--- src/rtl/i2ccw_pkg.sv ---
package i2ccw_pkg;
   typedef enum logic [2:0] {
      LK_START  = 3'd0,
      LK_RSTART = 3'd1,
      LK_WRITE  = 3'd2,
      LK_READ   = 3'd3,
      LK_STOP   = 3'd4
   } link_op_e;

   typedef enum logic [3:0] {
      SQ_IDLE, SQ_START, SQ_PRE, SQ_RSTART, SQ_RADDR,
      SQ_WDATA, SQ_RDATA, SQ_STOP, SQ_FIN
   } seq_st_e;

   localparam int VALID_BIT  = 63;
   localparam int EIA_BIT    = 61;
   localparam int OP_LSB     = 57;
   localparam int RD_BIT     = 56;
   localparam int SOVR_BIT   = 55;
   localparam int SIZE_LSB   = 52;
   localparam int TADDR_LSB  = 40;
   localparam int IA_LSB     = 32;
   localparam int INT_FLAG_BIT = 0;
   localparam int INT_EN_BIT   = 4;

   localparam logic [1:0] SEL_CMD = 2'd0;
   localparam logic [1:0] SEL_EXT = 2'd1;
   localparam logic [1:0] SEL_INT = 2'd2;

   localparam logic [4:0] HDR10         = 5'b11110;
   localparam logic [7:0] CODE_NONE     = 8'h00;
   localparam logic [7:0] CODE_ADDR_NAK = 8'h20;
   localparam logic [7:0] CODE_DATA_NAK = 8'h30;
   localparam logic [7:0] CODE_BAD_OP   = 8'hFF;

   typedef struct packed {
      logic        legal;
      logic        rd;
      logic [3:0]  nbytes;
      logic [2:0]  pcnt;
      logic [1:0]  alen;
      logic [31:0] pre;
      logic [7:0]  raddr;
   } plan_t;
endpackage

--- src/rtl/i2ccw_decode.sv ---
module i2ccw_decode
   import i2ccw_pkg::*;
#(
   parameter bit ADDR10_EN = 1'b1
) (
   input  logic [3:0] op,
   input  logic       rd,
   input  logic       sovr,
   input  logic [2:0] size_m1,
   input  logic [9:0] taddr,
   input  logic       eia,
   input  logic [7:0] ia_lo,
   input  logic [7:0] ia_hi,
   output plan_t      plan
);
   logic       ten, ia, ten_ok;
   logic [7:0] hdr_w, hdr_r;

   assign ten = op[1];
   assign ia  = op[0];

   generate
      if (ADDR10_EN) begin : g_a10
         assign ten_ok = 1'b1;
         assign hdr_w  = ten ? {HDR10, taddr[9:8], 1'b0} : {taddr[6:0], 1'b0};
         assign hdr_r  = ten ? {HDR10, taddr[9:8], 1'b1} : {taddr[6:0], 1'b1};
      end else begin : g_a7
         assign ten_ok = 1'b0;
         assign hdr_w  = {taddr[6:0], 1'b0};
         assign hdr_r  = {taddr[6:0], 1'b1};
      end
   endgenerate

   always_comb begin
      logic [2:0] k;
      plan       = '0;
      k          = '0;
      plan.legal = (op[3:2] == 2'b00) && (ten_ok || !ten);
      plan.rd    = rd;
      plan.nbytes = sovr ? ({1'b0, size_m1} + 4'd1) : 4'd1;
      plan.alen  = ten ? 2'd2 : 2'd1;
      plan.raddr = hdr_r;
      if (!rd || ia || ten) begin
         plan.pre[7:0] = hdr_w;
         k = 3'd1;
         if (ten) begin
            plan.pre[15:8] = taddr[7:0];
            k = 3'd2;
         end
         if (ia) begin
            if (eia) begin
               plan.pre[{k[1:0], 3'b000} +: 8] = ia_hi;
               k = k + 3'd1;
            end
            plan.pre[{k[1:0], 3'b000} +: 8] = ia_lo;
            k = k + 3'd1;
         end
      end
      plan.pcnt = k;
   end
endmodule

--- src/rtl/i2ccw_seq.sv ---
module i2ccw_seq
   import i2ccw_pkg::*;
#(
   parameter int DATA_W = 64
) (
   input  logic              clk,
   input  logic              rst_n,
   input  logic              launch,
   input  plan_t             plan,
   input  logic [DATA_W-1:0] wdata,
   input  logic              lnk_done,
   input  logic              lnk_nak,
   input  logic [7:0]        lnk_rx,
   output logic              lnk_go,
   output logic [2:0]        lnk_op,
   output logic [7:0]        lnk_byte,
   output logic              lnk_mack,
   output logic              fin,
   output logic              ok,
   output logic [7:0]        code,
   output logic [DATA_W-1:0] rdata
);
   seq_st_e    st;
   logic       waiting, failed;
   logic [1:0] idx;
   logic [3:0] rem;
   logic [2:0] lane;

   assign lane     = rem[2:0] - 3'd1;
   assign fin      = (st == SQ_FIN);
   assign ok       = !failed;
   assign lnk_mack = (rem != 4'd1);
   assign lnk_go   = !waiting && (st != SQ_IDLE) && (st != SQ_FIN);

   always_comb begin
      lnk_op   = LK_STOP;
      lnk_byte = '0;
      case (st)
         SQ_START:  lnk_op = LK_START;
         SQ_RSTART: lnk_op = LK_RSTART;
         SQ_PRE:    begin lnk_op = LK_WRITE; lnk_byte = plan.pre[{idx, 3'b000} +: 8]; end
         SQ_RADDR:  begin lnk_op = LK_WRITE; lnk_byte = plan.raddr; end
         SQ_WDATA:  begin lnk_op = LK_WRITE; lnk_byte = wdata[{lane, 3'b000} +: 8]; end
         SQ_RDATA:  lnk_op = LK_READ;
         default:   lnk_op = LK_STOP;
      endcase
   end

   always_ff @(posedge clk or negedge rst_n) begin
      if (!rst_n) begin
         st <= SQ_IDLE; waiting <= 1'b0; failed <= 1'b0;
         idx <= '0; rem <= '0; code <= CODE_NONE; rdata <= '0;
      end else if (st == SQ_IDLE) begin
         if (launch) begin
            failed <= !plan.legal;
            code   <= plan.legal ? CODE_NONE : CODE_BAD_OP;
            rdata  <= '0;
            idx    <= '0;
            rem    <= plan.nbytes;
            st     <= plan.legal ? SQ_START : SQ_FIN;
         end
      end else if (st == SQ_FIN) begin
         st <= SQ_IDLE;
      end else if (lnk_go) begin
         waiting <= 1'b1;
      end else if (waiting && lnk_done) begin
         waiting <= 1'b0;
         case (st)
            SQ_START: st <= (plan.pcnt != 3'd0) ? SQ_PRE : SQ_RADDR;
            SQ_PRE: begin
               if (lnk_nak) begin
                  failed <= 1'b1;
                  code   <= (idx < plan.alen) ? CODE_ADDR_NAK : CODE_DATA_NAK;
                  st     <= SQ_STOP;
               end else if ({1'b0, idx} == plan.pcnt - 3'd1) begin
                  st <= plan.rd ? SQ_RSTART : SQ_WDATA;
               end else begin
                  idx <= idx + 2'd1;
               end
            end
            SQ_RSTART: st <= SQ_RADDR;
            SQ_RADDR: begin
               if (lnk_nak) begin
                  failed <= 1'b1; code <= CODE_ADDR_NAK; st <= SQ_STOP;
               end else begin
                  st <= SQ_RDATA;
               end
            end
            SQ_WDATA: begin
               if (lnk_nak) begin
                  failed <= 1'b1; code <= CODE_DATA_NAK; st <= SQ_STOP;
               end else if (rem == 4'd1) st <= SQ_STOP;
               else rem <= rem - 4'd1;
            end
            SQ_RDATA: begin
               rdata <= {rdata[DATA_W-9:0], lnk_rx};
               if (rem == 4'd1) st <= SQ_STOP;
               else rem <= rem - 4'd1;
            end
            SQ_STOP: st <= SQ_FIN;
            default: st <= SQ_IDLE;
         endcase
      end
   end
endmodule

--- src/rtl/i2ccw_engine.sv ---
module i2ccw_engine
   import i2ccw_pkg::*;
#(
   parameter bit ADDR10_EN = 1'b1,
   parameter int MAX_BYTES = 8
) (
   input  logic        clk,
   input  logic        rst_n,
   input  logic        host_wr,
   input  logic [1:0]  host_sel,
   input  logic [63:0] host_wdata,
   output logic [63:0] host_rdata,
   output logic        irq,
   output logic        lnk_go,
   output logic [2:0]  lnk_op,
   output logic [7:0]  lnk_byte,
   output logic        lnk_mack,
   input  logic        lnk_done,
   input  logic        lnk_nak,
   input  logic [7:0]  lnk_rx
);
   localparam int DATA_W = MAX_BYTES * 8;
   localparam int HALF_W = DATA_W / 2;

   generate
      if (MAX_BYTES != 8) begin : g_bad_bytes
         $error("command word format fixes MAX_BYTES at 8");
      end
   endgenerate

   logic [63:0]       cmd_q, ext_q;
   logic              launch, int_flag, int_en;
   logic              seq_fin, seq_ok;
   logic [7:0]        seq_code;
   logic [DATA_W-1:0] seq_rdata;
   plan_t             plan;
   logic              busy, wr_cmd, wr_ext;

   assign busy   = cmd_q[VALID_BIT];
   assign wr_cmd = host_wr && (host_sel == SEL_CMD) && !busy;
   assign wr_ext = host_wr && (host_sel == SEL_EXT) && !busy;
   assign irq    = int_flag && int_en;

   i2ccw_decode #(.ADDR10_EN(ADDR10_EN)) u_dec (
      .op(cmd_q[OP_LSB +: 4]), .rd(cmd_q[RD_BIT]), .sovr(cmd_q[SOVR_BIT]),
      .size_m1(cmd_q[SIZE_LSB +: 3]), .taddr(cmd_q[TADDR_LSB +: 10]),
      .eia(cmd_q[EIA_BIT]), .ia_lo(cmd_q[IA_LSB +: 8]), .ia_hi(ext_q[IA_LSB +: 8]),
      .plan(plan)
   );

   i2ccw_seq #(.DATA_W(DATA_W)) u_seq (
      .clk(clk), .rst_n(rst_n), .launch(launch), .plan(plan),
      .wdata({ext_q[HALF_W-1:0], cmd_q[HALF_W-1:0]}),
      .lnk_done(lnk_done), .lnk_nak(lnk_nak), .lnk_rx(lnk_rx),
      .lnk_go(lnk_go), .lnk_op(lnk_op), .lnk_byte(lnk_byte), .lnk_mack(lnk_mack),
      .fin(seq_fin), .ok(seq_ok), .code(seq_code), .rdata(seq_rdata)
   );

   always_ff @(posedge clk or negedge rst_n) begin
      if (!rst_n) begin
         cmd_q <= '0; ext_q <= '0; launch <= 1'b0;
         int_flag <= 1'b0; int_en <= 1'b0;
      end else begin
         launch <= wr_cmd && host_wdata[VALID_BIT];
         if (wr_cmd) cmd_q <= host_wdata;
         if (wr_ext) ext_q <= host_wdata;
         if (host_wr && host_sel == SEL_INT) begin
            int_en <= host_wdata[INT_EN_BIT];
            if (host_wdata[INT_FLAG_BIT]) int_flag <= 1'b0;
         end
         if (seq_fin) begin
            int_flag         <= 1'b1;
            cmd_q[VALID_BIT] <= 1'b0;
            cmd_q[RD_BIT]    <= seq_ok;
            if (!seq_ok) begin
               cmd_q[7:0] <= seq_code;
            end else if (plan.rd) begin
               cmd_q[HALF_W-1:0] <= seq_rdata[HALF_W-1:0];
               if (plan.nbytes > 4'd4) ext_q[HALF_W-1:0] <= seq_rdata[DATA_W-1:HALF_W];
            end
         end
      end
   end

   always_comb begin
      host_rdata = '0;
      case (host_sel)
         SEL_CMD: host_rdata = cmd_q;
         SEL_EXT: host_rdata = ext_q;
         SEL_INT: begin
            host_rdata[INT_FLAG_BIT] = int_flag;
            host_rdata[INT_EN_BIT]   = int_en;
         end
         default: host_rdata = '0;
      endcase
   end
endmodule

--- config.mk ---
export PLATFORM = sky130hd
export DESIGN_NAME = i2ccw_engine
export DESIGN_NICKNAME = d
export VERILOG_FILES = /design/src/rtl/i2ccw_pkg.sv /design/src/rtl/i2ccw_decode.sv /design/src/rtl/i2ccw_seq.sv /design/src/rtl/i2ccw_engine.sv
export SDC_FILE = /design/constraint.sdc
export NUM_CORES = 1
export LEC_CHECK = 0
export ABC_CLOCK_PERIOD_IN_PS = 4500
export CAP_MARGIN = 20
export CELL_PAD_IN_SITES_DETAIL_PLACEMENT = 0
export CELL_PAD_IN_SITES_GLOBAL_PLACEMENT = 1
export CORE_UTILIZATION = 50
export DETAILED_ROUTE_END_ITERATION = 7
export DONT_BUFFER_PORTS = 1
export GPL_ROUTABILITY_DRIVEN = 0
export PLACE_DENSITY_LB_ADDON = 0.15
export SLEW_MARGIN = 0
export SYNTH_ARGS = -nofsm -noshare
export SYNTH_HDL_FRONTEND = slang
export SYNTH_SLANG_ARGS = --single-unit
export TNS_END_PERCENT = 100
--- constraint.sdc ---
create_clock -name clk -period 4.5 [get_ports clk]
set_input_delay 0.45 -clock clk [delete_from_list [all_inputs] [get_ports clk]]
set_output_delay 0.45 -clock clk [all_outputs]
set_load 0.02 [all_outputs]
## Word level (Yosys, flattened, before mapping)

Index checks and enable logic that the tools add are counted.

- Register bits after elaboration: 215
- Input port bits: 79
- Output and inout bits: 78
- Logic and storage cells: 199

- $add $sub $neg: 9
- $lt $le $gt $ge: 2
- Equality and inequality tests: 25
- Shift-type cells: 6
- Multiplexer cells: 97
- Bitwise gates (word level): 2
- Reduce and logical (&&, ||, !) cells: 43

Operator list:

| kind | count |
|---|---|
| $mux 64 | 7 |
| $mux 32 | 12 |
| $pmux 59 s2 | 1 |
| $mux 8 | 14 |
| $mux 4 | 18 |
| $bwmux 32 | 2 |
| $shift 8x7->32 const A | 2 |
| $shiftx 64x7->8 | 1 |
| $shiftx 8x7->32 | 2 |
| $pmux 8 s3 | 2 |
| $shiftx 32x6->8 | 1 |
| $pmux 4 s7 | 1 |
| $mux 24 | 1 |
| $mux 3 | 8 |
| $mux 2 | 10 |
| $reduce_bool 2->1 | 9 |
| $eq 4x3->1 const B | 4 |
| $mux 1 | 15 |
| $neg 5->7 | 2 |
| $ne 3x2->1 const B | 4 |
| $pmux 3 s4 | 1 |
| $reduce_and 6->1 | 2 |
| $logic_and 1x1->1 | 10 |
| $reduce_bool 3->1 | 3 |
| other kinds (36) | 52 |

## Longest topological paths before layout

- Depth after elaboration: 20
- Gate-level depth with buffers: 11
- Depth with buffers taken out: 11

## By module

A second synthesis with hierarchy kept.

- Cell total of the unflattened synthesis: 1156
- Area total of the unflattened synthesis: 12201.7 sq um

Modules (own cells, without submodules):

| module | times used | cells an instance | area an instance (sq um) |
|---|---|---|---|
| i2ccw_engine | 1 | 565 | 6703.9 |
| i2ccw_seq | 1 | 474 | 4803.4 |
| i2ccw_decode | 1 | 117 | 694.4 |

## Worst setup path after synthesis

Ideal clock, no wire load.

- Kind: flip-flop to output port
- From: register u_seq.rem[0]
- To: output lnk_byte[6]
- Arrival: 3.214 ns
- Data required time: 4.050 ns
- Slack: 0.836 ns
- Cell stages (with the launch flop): 11
- Path buffers: 4
- Cell sequence: dfrtp_1 > clkbuf_1 > clkbuf_1 > inv_1 > ha_1 > clkbuf_1 > buf_2 > mux4_2 > a22oi_1 > nand2_1 > a211o_1

- Longest elaborated chain between the ends: 3

Ends and longest elaborated chain:

| what | line | text |
|---|---|---|
| from (decl) | i2ccw_seq.sv:26 | `logic [3:0] rem;` |
| from (signal assigned) | i2ccw_seq.sv:59 | `rem <= plan.nbytes;` |
| from (signal assigned) | i2ccw_seq.sv:93 | `else rem <= rem - 4'd1;` |
| from (signal assigned) | i2ccw_seq.sv:98 | `else rem <= rem - 4'd1;` |
| $sub 3x1->3 | i2ccw_seq.sv:29 | `assign lane = rem[2:0] - 3'd1;` |
| $shiftx 64x7->8 | i2ccw_seq.sv:43 | `SQ_WDATA: begin lnk_op = LK_WRITE; lnk_byte = wdata[{lane, 3'b000} +: 8]; end` |
| $pmux 8 s3 | i2ccw_seq.sv:38 | `case (st)` |
| to (decl) | i2ccw_engine.sv:16 | `output logic [7:0] lnk_byte,` |

No other way between the ends.

## Worst setup path in the final report

- From: register cmd_q[58]
- To: output lnk_byte[3]

- Longest elaborated chain between the ends: 13
- Elaborated cells on any way between the ends: 26
- Classes of those cells: add/sub: 3; shift: 5; mux: 17; reduce/logical: 1

Ends and longest elaborated chain:

| what | line | text |
|---|---|---|
| from (decl) | i2ccw_engine.sv:31 | `logic [63:0] cmd_q, ext_q;` |
| from (signal assigned) | i2ccw_engine.sv:65 | `if (wr_cmd) cmd_q <= host_wdata;` |
| from (signal, indexed assignment) | i2ccw_engine.sv:74 | `cmd_q[RD_BIT] <= seq_ok;` |
| from (signal, indexed assignment) | i2ccw_engine.sv:78 | `cmd_q[HALF_W-1:0] <= seq_rdata[HALF_W-1:0];` |
| $mux 2 | i2ccw_decode.sv:46 | `if (ten) begin` |
| $mux 3 | i2ccw_decode.sv:43 | `if (!rd \|\| ia \|\| ten) begin` |
| $add 3x1->3 or $neg 5->7 (tied branches) | i2ccw_decode.sv:53, i2ccw_decode.sv:52 |  |
| $mux 3 (tied with other cells) | i2ccw_decode.sv:51 | `if (eia) begin` |
| $mux 3 or $bwmux 32 (tied branches) | i2ccw_decode.sv:50, i2ccw_decode.sv:52 |  |
| $mux 3 or $mux 32 (tied branches) | i2ccw_decode.sv:43, i2ccw_decode.sv:51 |  |
| $neg 5->7 or $mux 32 (tied branches) | i2ccw_decode.sv:55, i2ccw_decode.sv:50 |  |
| $shiftx 8x7->32 (tied with other cells) | i2ccw_decode.sv:55 | `plan.pre[{k[1:0], 3'b000} +: 8] = ia_lo;` |
| $bwmux 32 | i2ccw_decode.sv:55 |  |
| $mux 32 | i2ccw_decode.sv:50 | `if (ia) begin` |
| $mux 32 | i2ccw_decode.sv:43 |  |
| $shiftx 32x6->8 | i2ccw_seq.sv:41 | `SQ_PRE: begin lnk_op = LK_WRITE; lnk_byte = plan.pre[{idx, 3'b000} +: 8]; end` |
| $pmux 8 s3 * | i2ccw_seq.sv:38 |  |

Mark *: on every way between the ends. The rest lies on a longest branch, timed or not. The select of a mux whose other input is x is not followed.

==> impl_metrics.py <==
metrics = {
    "run_status": {
        "status": "complete, but fails checks",
        "violations": "negative hold slack",
    },
    "sta": {
        "final_max_slew_viol_count": 0,
        "fin_crit_ps": 4080,
        "worst_slew_pin_slew_ps": 1040,
        "timing.fmax_mhz": 245,
        "hold_viol": 210,
        "relSlewSlack_pct": 30.6,
        "finClkSkew_ps": 14.0,
        "post-route-period-util_pct": 90.6,
        "finalSetupTns_ps": 0,
        "setup_viol": 0,
        "fin_hold_ws_ps": -379,
        "grt_setup_unrepaired": "false",
    },
    "detailed_routing": {
        "met1_length_um": 13600,
        "route.detailed.drc": 0,
        "vias_per_cell": 6.06,
        "drt-initial-drc-count": 619,
        "wl_met3_um": 1940,
        "ant_nets": 0,
        "wl_met2_um": 15200,
        "drtPass1Iterations": 5,
        "num_vias": 8412,
        "routed_wl_um": 31600,
        "wl_per_cell_um": 22.8,
        "routed.top_layer": "met4",
    },
    "placed_design": {
        "dpl_cell_area_um2": 11600,
        "hpwlAfterDp_um": 21500,
        "io_buffer_count": 0,
    },
    "logic_synthesis": {
        "synthDistinctLibCells": 64,
        "async_reset_ff_share_pct": 100,
        "synthCells": 1132,
        "syn_area_um2": 11400,
        "ys_seq_elements": 210,
        "synth_edf_count": 0,
        "netlist_top_cells_count": "dfrtp_1 (210), nand2_1 (166), mux2_2 (126), nor2_1 (109), mux2i_1 (97)",
        "synth_nets": 1220,
        "ys_warn_count": 0,
        "avgSynthCellArea_um2": 10.1,
        "synth_flop_cell": "dfrtp_1",
        "yosys.area.top_type": "dfrtp_1",
        "synthTopCellsByArea": "dfrtp_1 (46%), mux2_2 (12%), mux2i_1 (8.5%)",
        "yosysSeqAreaShare_pct": 46.0,
        "synth_top_area_share_pct": 46.0,
        "synth.most_common_cell": "dfrtp_1",
    },
    "floorplanning": {
        "core_um2": 22100,
        "die_h_um": 153,
        "num_rows": 54,
        "io_pins": 157,
        "die_area_um2": 23500,
        "die_w_um": 153,
        "initial_core_util_pct": 51.7,
    },
    "pwr": {
        "powerDensity_nw_per_um2": 737,
        "power_leakage_uw": 0.00522,
        "vdd_drop_max_uv": 355,
    },
    "clock_network": {
        "cts_buffers": 24,
        "clock_path_buffers": 3,
        "clk_latency_ps": 520,
        "ctsResizeCount": 0,
        "numClockSinks": 210,
        "cts_tree": "done",
        "clockRootBuffer": "clkbuf_16",
        "cts.clk_slew.worst_paths_ps": 60,
        "h-tree-depth": 1,
    },
    "flow_run": {
        "drv_cap": 0,
    },
    "worst_setup_path": {
        "r2r_setup_slack_ps": 1410,
        "end_kind": "primary output",
        "setup.worst_path.start_class": "flip-flop",
        "critPathKind": "flip-flop to primary output",
        "worstPathRequired_ps": 4050,
        "worstPathArrival_ps": 3630,
        "worst-path-max-fanout": 25,
    },
    "cells_and_area": {
        "fin_nets": 1183,
        "multi_input_area_um2": 5780,
        "postLayoutCellArea_um2": 12300,
        "areaGrowthSynthToFinish_pct": 7.82,
        "drive_above_1_share_pct": 18.8,
        "final_core_util_pct": 55.8,
        "n_fill_cell": 1968,
        "n_antenna_cell": 0,
        "seq_area_um2": 5260,
    },
    "global_route": {
        "grt_max_degree": 211,
        "antenna_found_initial": 0,
        "grt_pass1_wl_um": 50000,
        "grt_overflow": 0,
        "grt_pass1_vias": 8386,
        "grtUsageTotal_pct": 27.6,
    },
    "worst_hold_path": {
        "worstHoldPathType": "primary input to asynchronous set/reset pin",
    },
}
-- what timing repair did --
| item | in CTS | in global routing |
|---|---|---|
| hold endpoints to repair | 210 | 210 |
| endpoints found under the setup margin | 0 | 0 |
| setup buffers | 0 | 0 |
-- metal layers --
metal	vias up	GRT usage (%)
met3	53	5.76
li1	3941	-
met5	-	0
met4	0	8.47
met2	242	46.1
met1	4176	36.0
-- registers in the layout, indices dropped and copies added (netlist names) --
register,count
u_seq.rdata,64
launch,1
int_en,1
cmd_q,64
u_seq.idx,2
int_flag,1
u_seq.waiting,1
u_seq.st,4
u_seq.failed,1
u_seq.rem,4
ext_q,64
u_seq.code,3
-- critical path, cell delays in order, from the launching register on --
cell and delay, ps:
dfrtp_1 360, buf_4 280, inv_1 170, ha_1 440
or4b_2 600, a21oi_1 580, a22oi_1 180, o211ai_1 480
-- through the flow --
step	worst slack, ps	total power (µW)	std cells	hold WS, ps
floorplan	836	6230	1132	154
CTS	455	9120	1389	-393
detailed placement	1030	7250	1349	163
global placement	1150	7180	1349	160
global route	257	9690	1389	-399
finish	424	9080	1389	-379
-- cell families (layout without fill, tap and decap cells) --
group,after synthesis,in the layout,share of synthesized area (%)
compound gates,210,210,10.9
xor+xnor,5,5,0.383
fa+ha+maj,9,9,0.985
buf+inv,98,75,3.62
flops,210,210,46.0
mux,241,241,24.3
simple gates,359,359,13.8
-- power by group --
group / total [µW] / switching (µW) / leakage [µW] / internal [µW]
Clock: 1850 / 774 / 0.000366 / 1070
Sequential: 3620 / 913 / 0.00261 / 2710
Combinational: 3610 / 2030 / 0.00224 / 1580
-- path summary, 6_finish.rpt --
check,from,depth (start not counted),endpoint
setup / recovery,cmd_q[58]$_DFFE_PN0P_,7,lnk_byte[3]
hold / removal,rst_n,0,u_seq.st[2]$_DFFE_PN0P_
setup reg to reg,u_seq.st[1]$_DFFE_PN0P_,6,ext_q[18]$_DFF_PN0_
hold reg to reg,u_seq.rdata[60]$_DFFE_PN0P_,2,u_seq.rdata[60]$_DFFE_PN0P_
max in group asynchronous,rst_n,0,cmd_q[6]$_DFF_PN0_
min in group clk,host_wdata[57],2,cmd_q[57]$_DFFE_PN0P_
-- final cells by class --
cell class	instances	share of cell area, %
multi-input combinational	824	46.9
sequential	210	42.7
clock buffer	34	5.68
tap	280	2.84
timing repair buffer	19	1.16
inverter	16	0.487
clock inverter	6	0.244
-- cell usage in the layout, fill, tap and decap left out, drive strengths merged, types with 16 or more instances in the layout --
| cell type | instances |
|---|---|
| inv | 16 |
| clkbuf | 34 |
| nand2 | 166 |
| nor3 | 17 |
| o21ai | 93 |
| mux2 | 128 |
| buf | 19 |
| nor2 | 109 |
| a21oi | 56 |
| mux4 | 16 |
| nand3 | 17 |
| mux2i | 97 |
| dfrtp | 210 |
(Power assumes the default switching activity.)
